### config.mk
export PLATFORM = sky130hd
export DESIGN_NAME = gpio_expander_i2c
export DESIGN_NICKNAME = d
export VERILOG_FILES = /design/src/rtl/gpio_expander_i2c.sv
export SDC_FILE = /design/constraint.sdc
export NUM_CORES = 1
export LEC_CHECK = 0
export BUFFER_PORTS_ARGS = -buffer_cell sky130_fd_sc_hd__buf_4
export CAP_MARGIN = 15
export CORE_MARGIN = 2
export CORE_UTILIZATION = 40
export DETAILED_ROUTE_END_ITERATION = 10
export GPL_ROUTABILITY_DRIVEN = 0
export SETUP_SLACK_MARGIN = 0.3
export SYNTH_ARGS = -nofsm -noshare
export SYNTH_HDL_FRONTEND = slang
export SYNTH_SLANG_ARGS = --single-unit
### constraint.sdc
create_clock -name clk -period 6.65 [get_ports clk]
set_clock_uncertainty 0.05 [all_clocks]
set_input_delay 1.33 -clock clk [delete_from_list [all_inputs] [get_ports clk]]
set_output_delay 1.33 -clock clk [all_outputs]
set_load 0.02 [all_outputs]
### src/rtl/gpio_expander_i2c.sv
module gpio_expander_i2c #(
  parameter logic [3:0] ADDR_HI = 4'b0100
) (
  input  logic        clk,
  input  logic        rst_n,
  input  logic        scl_i,
  input  logic        sda_i,
  output logic        sda_oe,
  input  logic [2:0]  addr_sel,
  input  logic [15:0] pin_in,
  output logic [15:0] pin_out,
  output logic [15:0] pin_oe,
  output logic        irq_n
);
  localparam logic [2:0] ST_IDLE = 3'd0, ST_ADDR = 3'd1, ST_CMD = 3'd2,
                         ST_WR = 3'd3, ST_RD = 3'd4, ST_SKIP = 3'd5;

  logic [2:0]  scl_q, sda_q, state, ptr;
  logic [15:0] pin_m, pin_s, in_lat, out_r, pol_r, cfg_r, sel16;
  logic [3:0]  bitcnt;
  logic [7:0]  sreg, rd_byte;
  logic [1:0]  arm;
  logic        mnack;

  wire scl_rise = scl_q[1] & ~scl_q[2];
  wire scl_fall = ~scl_q[1] & scl_q[2];
  wire start_c  = scl_q[1] & scl_q[2] & ~sda_q[1] & sda_q[2];
  wire stop_c   = scl_q[1] & scl_q[2] & sda_q[1] & ~sda_q[2];
  wire active   = (state != ST_IDLE) && (state != ST_SKIP);
  wire at8      = scl_fall && active && bitcnt == 4'd8;
  wire at9      = scl_fall && active && bitcnt == 4'd9;
  wire do_wr    = at8 && state == ST_WR && !start_c && !stop_c;
  wire do_load  = at9 && !start_c && !stop_c &&
                  ((state == ST_ADDR && sreg[0]) || (state == ST_RD && !mnack));
  wire [3:0] bsel = {ptr[0], 3'b000};

  always_comb begin
    case (ptr[2:1])
      2'd0:    sel16 = pin_s ^ pol_r;
      2'd1:    sel16 = out_r;
      2'd2:    sel16 = pol_r;
      default: sel16 = cfg_r;
    endcase
    rd_byte = ptr[0] ? sel16[15:8] : sel16[7:0];
  end

  assign pin_out = out_r;
  assign pin_oe  = ~cfg_r;
  assign irq_n   = !(arm == 2'd3 && |((pin_s ^ in_lat) & cfg_r));

  always_ff @(posedge clk or negedge rst_n) begin
    if (!rst_n) begin
      scl_q <= '1; sda_q <= '1; pin_m <= '0; pin_s <= '0; in_lat <= '0;
      out_r <= '1; pol_r <= '0; cfg_r <= '1; state <= ST_IDLE; ptr <= '0;
      bitcnt <= '0; sreg <= '0; arm <= '0; mnack <= 1'b0; sda_oe <= 1'b0;
    end else begin
      scl_q <= {scl_q[1:0], scl_i};
      sda_q <= {sda_q[1:0], sda_i};
      pin_m <= pin_in;
      pin_s <= pin_m;
      if (arm != 2'd3) begin
        arm    <= arm + 2'd1;
        in_lat <= pin_s;
      end
      if (start_c) begin
        state <= ST_ADDR; bitcnt <= '0; sda_oe <= 1'b0;
      end else if (stop_c) begin
        state <= ST_IDLE; sda_oe <= 1'b0;
      end else if (scl_rise && active) begin
        if (bitcnt < 4'd8 && state != ST_RD) sreg <= {sreg[6:0], sda_q[1]};
        if (bitcnt == 4'd8) mnack <= sda_q[1];
        bitcnt <= bitcnt + 4'd1;
      end else if (scl_fall && active) begin
        if (bitcnt == 4'd8) begin
          case (state)
            ST_ADDR: if (sreg[7:1] == {ADDR_HI, addr_sel}) sda_oe <= 1'b1;
                     else state <= ST_SKIP;
            ST_CMD:  if (sreg < 8'd8) begin sda_oe <= 1'b1; ptr <= sreg[2:0]; end
                     else state <= ST_SKIP;
            ST_WR:   begin sda_oe <= 1'b1; ptr[0] <= ~ptr[0]; end
            default: begin sda_oe <= 1'b0; ptr[0] <= ~ptr[0]; end
          endcase
        end else if (bitcnt == 4'd9) begin
          bitcnt <= '0;
          sda_oe <= 1'b0;
          case (state)
            ST_ADDR: state <= sreg[0] ? ST_RD : ST_CMD;
            ST_CMD:  state <= ST_WR;
            ST_RD:   if (mnack) state <= ST_SKIP;
            default: ;
          endcase
          if (do_load) begin
            sreg   <= rd_byte;
            sda_oe <= ~rd_byte[7];
            if (ptr[2:1] == 2'd0) in_lat[bsel +: 8] <= pin_s[bsel +: 8];
          end
        end else if (state == ST_RD) begin
          sda_oe <= ~sreg[3'd7 - bitcnt[2:0]];
        end
      end
      if (do_wr) begin
        case (ptr[2:1])
          2'd1:    out_r[bsel +: 8] <= sreg;
          2'd2:    pol_r[bsel +: 8] <= sreg;
          2'd3:    cfg_r[bsel +: 8] <= sreg;
          default: ;
        endcase
      end
    end
  end
endmodule


==> impl_metrics.tcl <==
set metrics [dict create \
    outcome "completed" \
    cts_root_buf "clkbuf_16" \
    clk_path_buf_depth 2 \
    vdd_ir_drop_max_uv 206 \
    grt_use_met1_pct 26.6 \
    fin_cells 757 \
    design.core.area_sq_um 14500 \
    fin_crit_ns 3.21 \
    dp_cells 725 \
    synth_cells 511 \
    post_cts_buffers 0 \
    end_kind "primary output" \
    crit_fanout 4 \
    maxSlewViolCount 0 \
    cts_resized 0 \
    port_buffers 56 \
    die_area_sq_um 15900 \
    period_share_pct 48.2 \
    yosysWarnings 0 \
    cts_hold_buf 0 \
    whs_path_depth 0 \
    synthTopCellsByArea "dfrtp_1 (36%), dfstp_2 (17%), mux2_2 (12%)" \
    synthDominantAreaCellType "dfrtp_1" \
    initial_utilization_pct 41.1 \
    clk_pin_slew_ns 0.06 \
    die_y_um 126 \
    via_per_inst 5.44 \
    drc_errors 0 \
    hpwl_mm 9.97 \
    slew_headroom_pct 29.7 \
    antenna_cells 0 \
    start_kind "flop" \
    postSynth.asyncResetShare_pct 100 \
    grt_overflow 0 \
    wl_per_cell_um 18.7 \
    synth-seq-cells 124 \
    powerDensity_nw_per_um2 318 \
    setup_viol 0 \
    grtUsageMet3_pct 4.72 \
    whs_ns 0.296 \
    wirelength_mm 14.2 \
    grt_pass1_vias 4134 \
    vias 4116 \
    cap_violations 0 \
    antenna_found_initial 0 \
    grt_first_pass_wirelength_mm 22.7 \
    initialDrtViolationCount 258 \
    setup_tns_ns 0 \
    cpPeakStageDelay_ns 0.43 \
    drt-pass1-iter-count 4 \
    rsz0062_at_grt "false" \
    crit_slowest_cell "dfrtp_1" \
    grt_busiest_layer "met2" \
    reg2reg_depth 5 \
    cts_buffers 17 \
    ant_nets 0 \
    synthesis.area_sq_um 5970 \
    synth_edf_count 0 \
    fmax_mhz 312 \
    synthFlopType "dfrtp_1" \
    cts_tree "done" \
    required_ns 5.27 \
    fin_nets 587 \
    drive_gt1_share_pct 37.9 \
    p_leak_nw 2.91 \
    cts_sinks 124 \
    grt_max_degree 67 \
    critPathArrivalTime_ns 1.83 \
    syn_to_final_growth_pct 18.8 \
    gr-usage-all-layers_pct 18.7 \
    fp-row-count 44 \
    io_pins 57 \
    worstPathCellList "xnor2_1, o22ai_1, a221oi_1, a31o_2, buf_4" \
    hold_viol_final 0 \
    ys_seq_area_share_pct 52.8 \
    worstMarginPinSlew_ns 1.06 \
    insertion_delay_ns 0.42 \
    gr-usage-met2_pct 27.7 \
    h-tree-depth 4 \
    hold_path.class "reg -> reg" \
    synth_cell_types 59 \
    die_w_um 126 \
    worstSetupPathType "reg -> out" \
    synth_fp_nets 538 \
    synth.top_cell.area_share_pct 36.1 \
    postSynthAreaPerCell_sq_um 11.7 \
]
## worst max-delay path: cells and delay by family, from the launching register on
kind,cells,cell delay (ns)
AO/OA/AOI/OAI,3,0.59
XOR/XNOR,1,0.25
buffers and inverters,1,0.13
flip-flops,1,0.43
## registers in the layout (all words and copies together), names as in the netlist
signal   cells
arm          2
bitcnt       4
cfg_r       16
in_lat      16
mnack        1
pin_m       16
pin_out     16
pin_s       16
pol_r       16
ptr          3
scl_q        3
sda_oe       1
sda_q        3
sreg         8
state        3
## through the flow
| step | area (sq um) | power (mW) | setup slack (ns) | utilization (%) |
|---|---|---|---|---|
| finish | 7090 | 2.26 | 3.44 | 48.8 |
| global route | 7090 | 2.38 | 3.35 | 48.8 |
| CTS | 7090 | 2.28 | 3.45 | 48.8 |
| detailed placement | 6520 | 1.38 | 3.77 | 44.9 |
| global placement | 6520 | 1.37 | 3.80 | 44.9 |
| floorplan | 5970 | 1.24 | 4.13 | - |
## layer usage
metal | up-vias | part of all wire [%]
li1 | 1938 | -
met1 | 2067 | 46
met2 | 100 | 48
met3 | 11 | 5.4
met4 | 0 | 1.1
met5 | - | 0
## cell type report
cell class / count / area, sq um
inverters: 32 / 120
multi-input cells: 325 / 2570
well taps: 184 / 230
clock inverters: 14 / 135
fillers: 1349 / 7440
flip-flops and latches: 124 / 3150
repair buffers: 60 / 450
clock buffers: 18 / 439
## worst paths after layout
kind	start	slack, ns	end
worst min register to register	pin_m[12]	0.30	pin_s[12]
worst min-delay path	pin_m[12]	0.30	pin_s[12]
min in group asynchronous	rst_n	0.94	sreg[5]
worst max-delay path	pin_s[4]	3.44	irq_n
max in group asynchronous	rst_n	4.32	pol_r[4]
worst max register to register	bitcnt[0]	3.82	pin_out[12]
## cells in the mapped netlist (all sizes together), types with 4 or more instances
| master | number |
|---|---|
| nand4 | 4 |
| xnor2 | 17 |
| ha | 4 |
| a31oi | 7 |
| nor2 | 14 |
| dfrtp | 86 |
| clkbuf | 18 |
| buf | 12 |
| nand3 | 8 |
| xor2 | 6 |
| nor3 | 10 |
| o21ai | 23 |
| a22oi | 4 |
| mux2i | 22 |
| o32a | 5 |
| mux2 | 66 |
| a211oi | 9 |
| a21oi | 16 |
| or3b | 9 |
| nor2b | 11 |
| nand2b | 6 |
| inv | 31 |
| o22ai | 12 |
| dfstp | 38 |
| nand2 | 29 |
## cell families after synthesis
family,share of synthesized area [%]
AOI/OAI and AO/OA,12.1
and+or+nand+nor,10.2
xor gates and xnor gates,3.38
buffers and inverters,4.19
adders and majority gates,0.839
muxes,16.5
DFF,52.8
## power by group
group / switching (mW) / leakage (nW) / internal [mW]
combinational: 0.208 / 1.18 / 0.178
clock: 0.350 / 0.282 / 0.529
sequential: 0.171 / 1.45 / 0.822
## layout by cell type, fill, tap and decap left out, types with 8 or more instances in the layout
master and count:
inv_1 31, o22ai_1 12, a211oi_1 9, nand2_1 29, nor2b_1 11, xnor2_1 17
mux2i_1 22, dfstp_2 38, nor2_1 13, nand3_1 8, mux2_2 66, o21ai_0 22
a21oi_1 16, clkbuf_16 17, or3b_2 9, dfrtp_1 86, nor3_1 9, buf_4 60
(Power assumes the default switching activity.)
